### config.mk
export PLATFORM = sky130hd
export DESIGN_NAME = irq_pin_router
export DESIGN_NICKNAME = d
export VERILOG_FILES = /design/src/rtl/irq_route_pkg.sv /design/src/rtl/irq_mode_decode.sv /design/src/rtl/irq_pulse_stretch.sv /design/src/rtl/irq_level_sync.sv /design/src/rtl/irq_pin_router.sv
export SDC_FILE = /design/constraint.sdc
export NUM_CORES = 1
export LEC_CHECK = 0
export BUFFER_PORTS_ARGS = -buffer_cell sky130_fd_sc_hd__buf_2
export CAP_MARGIN = 20
export CORE_UTILIZATION = 30
export CTS_CLUSTER_SIZE = 28
export DETAILED_ROUTE_END_ITERATION = 7
export GPL_ROUTABILITY_DRIVEN = 0
export GPL_TIMING_DRIVEN = 0
export PLACE_DENSITY = 0.6
export SLEW_MARGIN = 25
export SYNTH_ARGS = -nofsm -noshare
export SYNTH_HDL_FRONTEND = slang
export SYNTH_SLANG_ARGS = --single-unit
### constraint.sdc
create_clock -name clk -period 1.6 [get_ports clk]
set_input_delay 0.08 -clock clk [delete_from_list [all_inputs] [get_ports clk]]
set_output_delay 0.08 -clock clk [all_outputs]
set_load 0.01 [all_outputs]
### src/rtl/irq_route_pkg.sv
package irq_route_pkg;
   localparam int N_PINS = 5;
   localparam int N_TMR  = 2;
   localparam int N_LINE = 2;

   typedef enum logic [1:0] {
      RM_OFF    = 2'd0,
      RM_NONMUX = 2'd1,
      RM_MUX    = 2'd2,
      RM_SERIAL = 2'd3
   } route_mode_e;

   function automatic route_mode_e decode_straps(input logic [2:0] md, input logic [2:0] mde);
      route_mode_e m;
      m = RM_OFF;
      if (md == 3'b100) m = mde[2] ? RM_NONMUX : RM_MUX;
      else if (md == 3'b110) m = RM_SERIAL;
      return m;
   endfunction
endpackage

### src/rtl/irq_mode_decode.sv
module irq_mode_decode
   import irq_route_pkg::*;
(
   input  logic [2:0]  md_i,
   input  logic [2:0]  mde_i,
   output route_mode_e mode_o
);
   always_comb mode_o = decode_straps(md_i, mde_i);
endmodule

### src/rtl/irq_pulse_stretch.sv
module irq_pulse_stretch #(
   parameter int PULSE_W = 8
) (
   input  logic clk,
   input  logic rst_n,
   input  logic evt_i,
   output logic pulse_o
);
   localparam int CW = $clog2(PULSE_W + 1);

   initial begin
      if (PULSE_W < 1) $error("PULSE_W must be at least 1");
   end

   logic [CW-1:0] cnt_q;

   always_ff @(posedge clk or negedge rst_n) begin
      if (!rst_n)            cnt_q <= '0;
      else if (evt_i)        cnt_q <= CW'(PULSE_W);
      else if (cnt_q != '0)  cnt_q <= cnt_q - 1'b1;
   end

   assign pulse_o = (cnt_q != '0);

   assert_evt_starts_R5: assert property (@(posedge clk) disable iff (!rst_n)
      evt_i |=> pulse_o);
   assert_pulse_ends_R5: assert property (@(posedge clk) disable iff (!rst_n)
      (cnt_q == CW'(1) && !evt_i) |=> !pulse_o);
   assert_retrigger_holds_R6: assert property (@(posedge clk) disable iff (!rst_n)
      (pulse_o && evt_i) |=> pulse_o);
endmodule

### src/rtl/irq_level_sync.sv
module irq_level_sync #(
   parameter int STAGES = 2
) (
   input  logic clk,
   input  logic rst_n,
   input  logic d_i,
   output logic q_o
);
   initial begin
      if (STAGES < 2) $error("STAGES must be at least 2");
   end

   logic [STAGES-1:0] sh_q;

   always_ff @(posedge clk or negedge rst_n) begin
      if (!rst_n) sh_q <= '0;
      else        sh_q <= {sh_q[STAGES-2:0], d_i};
   end

   assign q_o = sh_q[STAGES-1];

   assert_sync_follow_R7: assert property (@(posedge clk) disable iff (!rst_n)
      sh_q[STAGES-2] |=> q_o);
endmodule

### src/rtl/irq_pin_router.sv
module irq_pin_router
   import irq_route_pkg::*;
#(
   parameter int PULSE_W   = 8,
   parameter int LV_STAGES = 2
) (
   input  logic             clk,
   input  logic             rst_n,
   input  logic [2:0]       strap_md,
   input  logic [2:0]       strap_mde,
   input  logic [1:0]       line_en,
   input  logic [1:0]       ctl_line,
   input  logic             lowv_raw,
   input  logic [1:0]       tmr_evt,
   output logic [4:0]       irq_pin,
   output logic [4:0]       irq_oe
);
   localparam logic [N_PINS-1:0] OE_NONMUX = 5'b00111;
   localparam logic [N_PINS-1:0] OE_FULL   = '1;

   route_mode_e       mode;
   logic [N_TMR-1:0]  tpulse;
   logic              lv_sync;
   logic [N_LINE-1:0] lines;

   irq_mode_decode u_dec (
      .md_i   (strap_md),
      .mde_i  (strap_mde),
      .mode_o (mode)
   );

   for (genvar t = 0; t < N_TMR; t++) begin : g_tmr
      irq_pulse_stretch #(.PULSE_W(PULSE_W)) u_str (
         .clk     (clk),
         .rst_n   (rst_n),
         .evt_i   (tmr_evt[t]),
         .pulse_o (tpulse[t])
      );
   end

   irq_level_sync #(.STAGES(LV_STAGES)) u_lv (
      .clk   (clk),
      .rst_n (rst_n),
      .d_i   (lowv_raw),
      .q_o   (lv_sync)
   );

   assign lines = ctl_line & line_en;

   always_comb begin
      irq_pin = '0;
      irq_oe  = '0;
      unique case (mode)
         RM_NONMUX: begin
            irq_pin[N_LINE-1:0] = lines;
            irq_pin[2]          = (|tpulse) | lv_sync;
            irq_oe              = OE_NONMUX;
         end
         RM_MUX, RM_SERIAL: begin
            irq_pin = {lv_sync, tpulse, lines};
            irq_oe  = OE_FULL;
         end
         default: begin
            irq_pin = '0;
            irq_oe  = '0;
         end
      endcase
   end

   assert_line0_gate_R1: assert property (@(posedge clk) disable iff (!rst_n)
      !line_en[0] |-> !irq_pin[0]);
   assert_line1_gate_R2: assert property (@(posedge clk) disable iff (!rst_n)
      !line_en[1] |-> !irq_pin[1]);
   assert_nonmux_hiz_R3: assert property (@(posedge clk) disable iff (!rst_n)
      (strap_md == 3'b100 && strap_mde[2]) |-> (irq_oe[4:3] == 2'b00 && irq_pin[4:3] == 2'b00));
   assert_undriven_low_R3: assert property (@(posedge clk) disable iff (!rst_n)
      (irq_pin & ~irq_oe) == '0);
   assert_off_quiet_R8: assert property (@(posedge clk) disable iff (!rst_n)
      (strap_md != 3'b100 && strap_md != 3'b110) |-> (irq_pin == '0 && irq_oe == '0));
endmodule

# Yosys cells after proc, flatten, opt, wreduce, memory -nomap -nowiden
# Index checks and enable logic that the tools add are counted.
# word_totals
reg_bits	10
# op_classes
n_reduce_logical	6
n_eq_ne	5
bitwise_logic	2
mux	10
n_addsub	2
# op_table
operator	n
$mux W4	4
$pmux W5 S2	1
$mux W2	4
$reduce_bool A4 Y1	2
$sub A4 B1 Y4 const B	2
$eq A3 B3 Y1 const B	2
$pmux W3 S2	1
$eq A2 B2 Y1 const B	2
$reduce_bool A2 Y1	2
$reduce_or A2 Y1	2
$and A2 B2 Y2	1
$eq A2 B1 Y1 const B	1
$or A1 B1 Y1	1

# Longest topological paths before layout
# logic_depth
depth_word	6
depth_mapped	4
mapped_depth_nobuf	4

# Modules after synthesis
# A second synthesis with hierarchy kept.
# unflattened
cells_unflattened	58
hier_area_um2	603.1
# by_module_without_submodules
module	seq_area_each_um2	cells_per_inst	area_each_um2	n_inst
irq_pulse_stretch	100.1	20	217.7	2
irq_pin_router	0.0	11	81.3	1
irq_level_sync	50.0	2	50.0	1
irq_mode_decode	0.0	5	36.3	1

# Worst setup path before layout
# OpenSTA, ideal clock, no wires.
# synth_path
kind	reg-to-reg
from	reg g_tmr[1].u_str.cnt_q[0]
to	reg g_tmr[1].u_str.cnt_q[0]
setup_slack_ns	0.269
required_time_ns	1.475
stages_incl_launch_ff	5
synth_period_minus_slack_ns	1.331
arrival_ns	1.206
cell_sequence	dfrtp_1 -> inv_1 -> ha_1 -> nor3b_2 -> mux2_2
# synth_between
elab_chain_cells	3
word_cells_on_any_way	5
# synth_lines
element	line_no	source
start: declaration	irq_pulse_stretch.sv:15	logic [CW-1:0] cnt_q;
start signal: assignment	irq_pulse_stretch.sv:19	else if (evt_i) cnt_q <= CW'(PULSE_W);
start signal: assignment	irq_pulse_stretch.sv:20	else if (cnt_q != '0) cnt_q <= cnt_q - 1'b1;
$sub A4 B1 Y4	irq_pulse_stretch.sv:20	
$mux W4	irq_pulse_stretch.sv:20	
$mux W4	irq_pulse_stretch.sv:19	
# Several ways; a longest one is shown, not always the timed one. The select of a mux whose other input is x is not followed.
# A chain may end at the register's enable or synchronous reset.

# Final worst setup path
# layout_path
from	reg g_tmr[0].u_str.cnt_q[0]
to	out irq_pin[2]
# layout_between
elab_chain_cells	4
# layout_lines
element	line_no	source
start: declaration	irq_pulse_stretch.sv:15	
start signal: assignment	irq_pulse_stretch.sv:19	
start signal: assignment	irq_pulse_stretch.sv:20	
$reduce_bool A4 Y1 *	irq_pulse_stretch.sv:23	assign pulse_o = (cnt_q != '0);
$reduce_or A2 Y1	irq_pin_router.sv:56	irq_pin[2] = (|tpulse) | lv_sync;
$or A1 B1 Y1	irq_pin_router.sv:56	
$pmux W3 S2 *	irq_pin_router.sv:53	unique case (mode)
end: declaration	irq_pin_router.sv:15	output logic [4:0] irq_pin,
# Mark *: on every way between the ends. The rest lies on a longest branch, timed or not.

==> out/qor.tcl <==
set qor(route.detailed.wl_per_inst_um) 9.73
set qor(timing.reg2reg.setup_slack_ns) 0.13
set qor(clock_latency_ns) 0.26
set qor(synth_area_leader_cell) {sky130_fd_sc_hd__dfrtp_1}
set qor(power.static_leakage_nw) 0.417
set qor(crit-reg2reg-launch) {g_tmr[0].u_str.cnt_q[0]$_DFFE_PN0P_}
set qor(critPathLaunch) {g_tmr[0].u_str.cnt_q[0]$_DFFE_PN0P_}
set qor(place_area_um2) 726
set qor(count_of_final_setup_violators) 0
set qor(synthesis.instances) 58
set qor(clock_sink_count) 10
set qor(port-buffer-count) 22
set qor(yosys.area.top_type_share_pct) 42.8
set qor(fin_crit_sh_pct) 93.2
set qor(critical_path_buf_inv_count) 2
set qor(first_global_vias) 446
set qor(cp_slowest_cell) {sky130_fd_sc_hd__dfrtp_1}
set qor(design.portCount) 25
set qor(max_slew.worst_pin.slew_ns) 0.270
set qor(grt_pass1_wl_um) 1630
set qor(crit_path_max_incr_delay_ns) 0.40
set qor(ys_seq_elements) 10
set qor(timing.fmax_mhz) 670
set qor(finalHoldViolations) 0
set qor(drt_iter0_markers) 3
set qor(layout.core_utilization_pct) 46.8
set qor(yosys_warnings) 0
set qor(part_of_the_yosys_area_used_for_sequential_elements_pct) 42.8
set qor(synth_area_um2) 584
set qor(synth_area_per_inst_um2) 10.1
set qor(grt_antenna_before_repair) 0
set qor(drt_drc_violations_left) 0
set qor(hold_path_class) {primary input to flop}
set qor(crit_arrival_ns) 1.41
set qor(min_period_ns) 1.49
set qor(worstSetupPathDepth) 5
set qor(place.detailed.hpwl_um) 833
set qor(final_layout_size_suffix_gt1_share_pct) 44.9
set qor(vias_per_cell) 4.53
set qor(final_max_slew_viol_count) 0
set qor(total_routing_usage_reported_by_global_routing_pct) 11.1
set qor(timing.clock.skew_ns) 0.000303
set qor(clkSlewWorstSetupHoldPaths_ns) 0.06
set qor(hold_ws_ns) 0.0459
set qor(grt_start_max_net_pins) 11
set qor(antenna-diode-count) 0
set qor(area.growth.synth_to_final_pct) 42.8
set qor(drt-total-wl_um) 1110
set qor(first_pass_iters) 3
set qor(critical_path.startpoint_type) {flop}
set qor(num-nets-final) 107
set qor(cp_data_required_time_ns) 1.52
set qor(synth_cell_types) 19
set qor(detailroute.via_count) 516
set qor(tritoncts) {yes}
set qor(power_density_nw_per_um2) 1460
set qor(critical-path-top-delay-family) {flip-flops}
set qor(core_area_um2) 1780
set qor(r2r_end) {g_tmr[0].u_str.cnt_q[1]$_DFFE_PN0P_}
set qor(critical_path_class) {flop to output port}
set qor(floorplan.die_area_um2) 2130
set qor(die_h_um) 46.1
set qor(cts_buffer_depth) 2
set qor(ys_top_cells_by_area) {sky130_fd_sc_hd__dfrtp_1 43%, sky130_fd_sc_hd__mux2_2 7.7%, sky130_fd_sc_hd__nor2b_1 5.4%}
set qor(r2r_cells) 5
set qor(root_buffer) {sky130_fd_sc_hd__clkbuf_4}
set qor(ir_drop_v) 0.000556
set qor(cts_inserted_buffers) 3
set qor(timing.critical_path.to) {irq_pin[2]}
set qor(endpoint_kind) {output port}
set qor(num_rows) 15
set qor(crit_path_max_fanout) 5
set qor(status) {finished clean}
set qor(level_count_of_the_clock_h_tree) 1
set qor(path_cells) {inv_1, ha_1, nor3b_4, o22ai_1, buf_2}
set qor(die_w_um) 46.1
set qor(grt_overflow) 0
set qor(fin_area_um2) 835
set qor(timing.max_cap.violations) 0
set qor(start_util_pct) 32.8
set qor(synth.net_count) 75
set qor(relSlewSlack_pct) 82.0
set qor(ant_nets) 0
-- where the power goes --
part / switching, mW / internal, mW / total (mW)
Sequential: 0.134 / 0.344 / 0.478
Combinational: 0.192 / 0.329 / 0.521
Clock: 0.0814 / 0.138 / 0.219
Total: 0.407 / 0.811 / 1.22
-- state kept, by name, indices dropped and copies added, names as in the netlist --
signal	cells
u_lv.sh_q	2
g_tmr.u_str.cnt_q	8
-- what timing repair did --
action                                  in CTS  in global routing
pin swaps                                    0                  0
gates resized for setup                      1                  4
hold endpoints to repair                    11                  0
setup buffers                                0                  3
hold buffers                                 2                  0
endpoints found under the setup margin       1                  2
-- per-layer routing --
metal / wire length [µm] / GRT usage, %
met4: 0 / 8.82
met1: 493 / 10.1
met3: 51 / 2.35
met2: 564 / 20.8
met5: 0 / 0
-- final cells by class --
class	count	area [µm²]
timing repair buffer	27	153
sequential	10	250
buffer	3	22.5
clock buffer	4	36.3
fill	161	948
multi-input combinational	40	323
inverter	5	18.8
tap	25	31.3
-- worst reg2reg max path, stage by stage (launching register included) --
cell and delay (ns):
sky130_fd_sc_hd__dfrtp_1 0.41, sky130_fd_sc_hd__inv_1 0.07, sky130_fd_sc_hd__ha_1 0.19, sky130_fd_sc_hd__nor3b_4 0.21
sky130_fd_sc_hd__buf_4 0.14, sky130_fd_sc_hd__mux2_2 0.33
-- layout by cell type, fill, tap and decap left out, drive strengths merged --
master	Yosys	final
inv	5	5
o22ai	1	1
nor2b	5	5
nor3	3	3
dfrtp	10	10
a21oi	2	2
o31a	2	2
a211o	2	2
clkbuf	0	4
nand4bb	1	1
nor4b	1	1
mux2	4	4
and3	2	2
nand2b	3	3
nand3b	2	2
buf	3	28
dlygate4sd3	0	2
ha	2	2
nor3b	3	3
nor2	7	7
-- through the flow --
stage / setup TNS, ns / cells / power, mW / setup WS (ns)
final: 0 / 114 / 1.22 / 0.108
after detailed placement: 0 / 105 / 0.893 / 0.144
after global routing: -0.00545 / 114 / 1.33 / -0.00545
after CTS: 0 / 111 / 1.13 / 0.00295
after global placement: 0 / 105 / 0.875 / 0.145
after floorplan: 0 / 58 / 0.782 / 0.269
-- worst min path at each step --
stage | endpoint | slack [ns] | cells past startpoint | from
after global routing | g_tmr[0].u_str.cnt_q[2]$_DFFE_PN0P_ | 0.04 | 2 | tmr_evt[0]
final | g_tmr[0].u_str.cnt_q[2]$_DFFE_PN0P_ | 0.05 | 2 | tmr_evt[0]
after floorplan | g_tmr[0].u_str.cnt_q[0]$_DFFE_PN0P_ | -0.22 | 0 | rst_n
after detailed placement | u_lv.sh_q[0]$_DFF_PN0_ | -0.05 | 1 | rst_n
after CTS | g_tmr[0].u_str.cnt_q[2]$_DFFE_PN0P_ | 0.04 | 2 | tmr_evt[0]
after global placement | g_tmr[1].u_str.cnt_q[1]$_DFFE_PN0P_ | -0.05 | 1 | rst_n
-- synth_stat cells --
cell type and count:
sky130_fd_sc_hd__mux2_2 4, sky130_fd_sc_hd__nor2_1 7, sky130_fd_sc_hd__nor3_1 3, sky130_fd_sc_hd__o31a_1 2, sky130_fd_sc_hd__and3_1 2, sky130_fd_sc_hd__nand3b_1 2
sky130_fd_sc_hd__nand4bb_1 1, sky130_fd_sc_hd__nor3b_2 2, sky130_fd_sc_hd__ha_1 2, sky130_fd_sc_hd__a21oi_1 2, sky130_fd_sc_hd__nor2b_1 5, sky130_fd_sc_hd__o22ai_1 1
sky130_fd_sc_hd__inv_1 5, sky130_fd_sc_hd__nor4b_1 1, sky130_fd_sc_hd__dfrtp_1 10, sky130_fd_sc_hd__nand2b_1 3, sky130_fd_sc_hd__a211o_1 2, sky130_fd_sc_hd__buf_4 3
sky130_fd_sc_hd__nor3b_1 1
-- kinds of logic after synthesis --
| logic type | Yosys count | share of synthesized area [%] |
|---|---|---|
| AND/OR/NAND/NOR | 27 | 29.3 |
| flip-flops | 10 | 42.8 |
| buffers and inverters | 8 | 7.07 |
| AO/OA/AOI/OAI | 7 | 8.78 |
| multiplexers | 4 | 7.71 |
| adder cells (fa/ha/maj) | 2 | 4.28 |
Power figures use the tool's default switching activity.
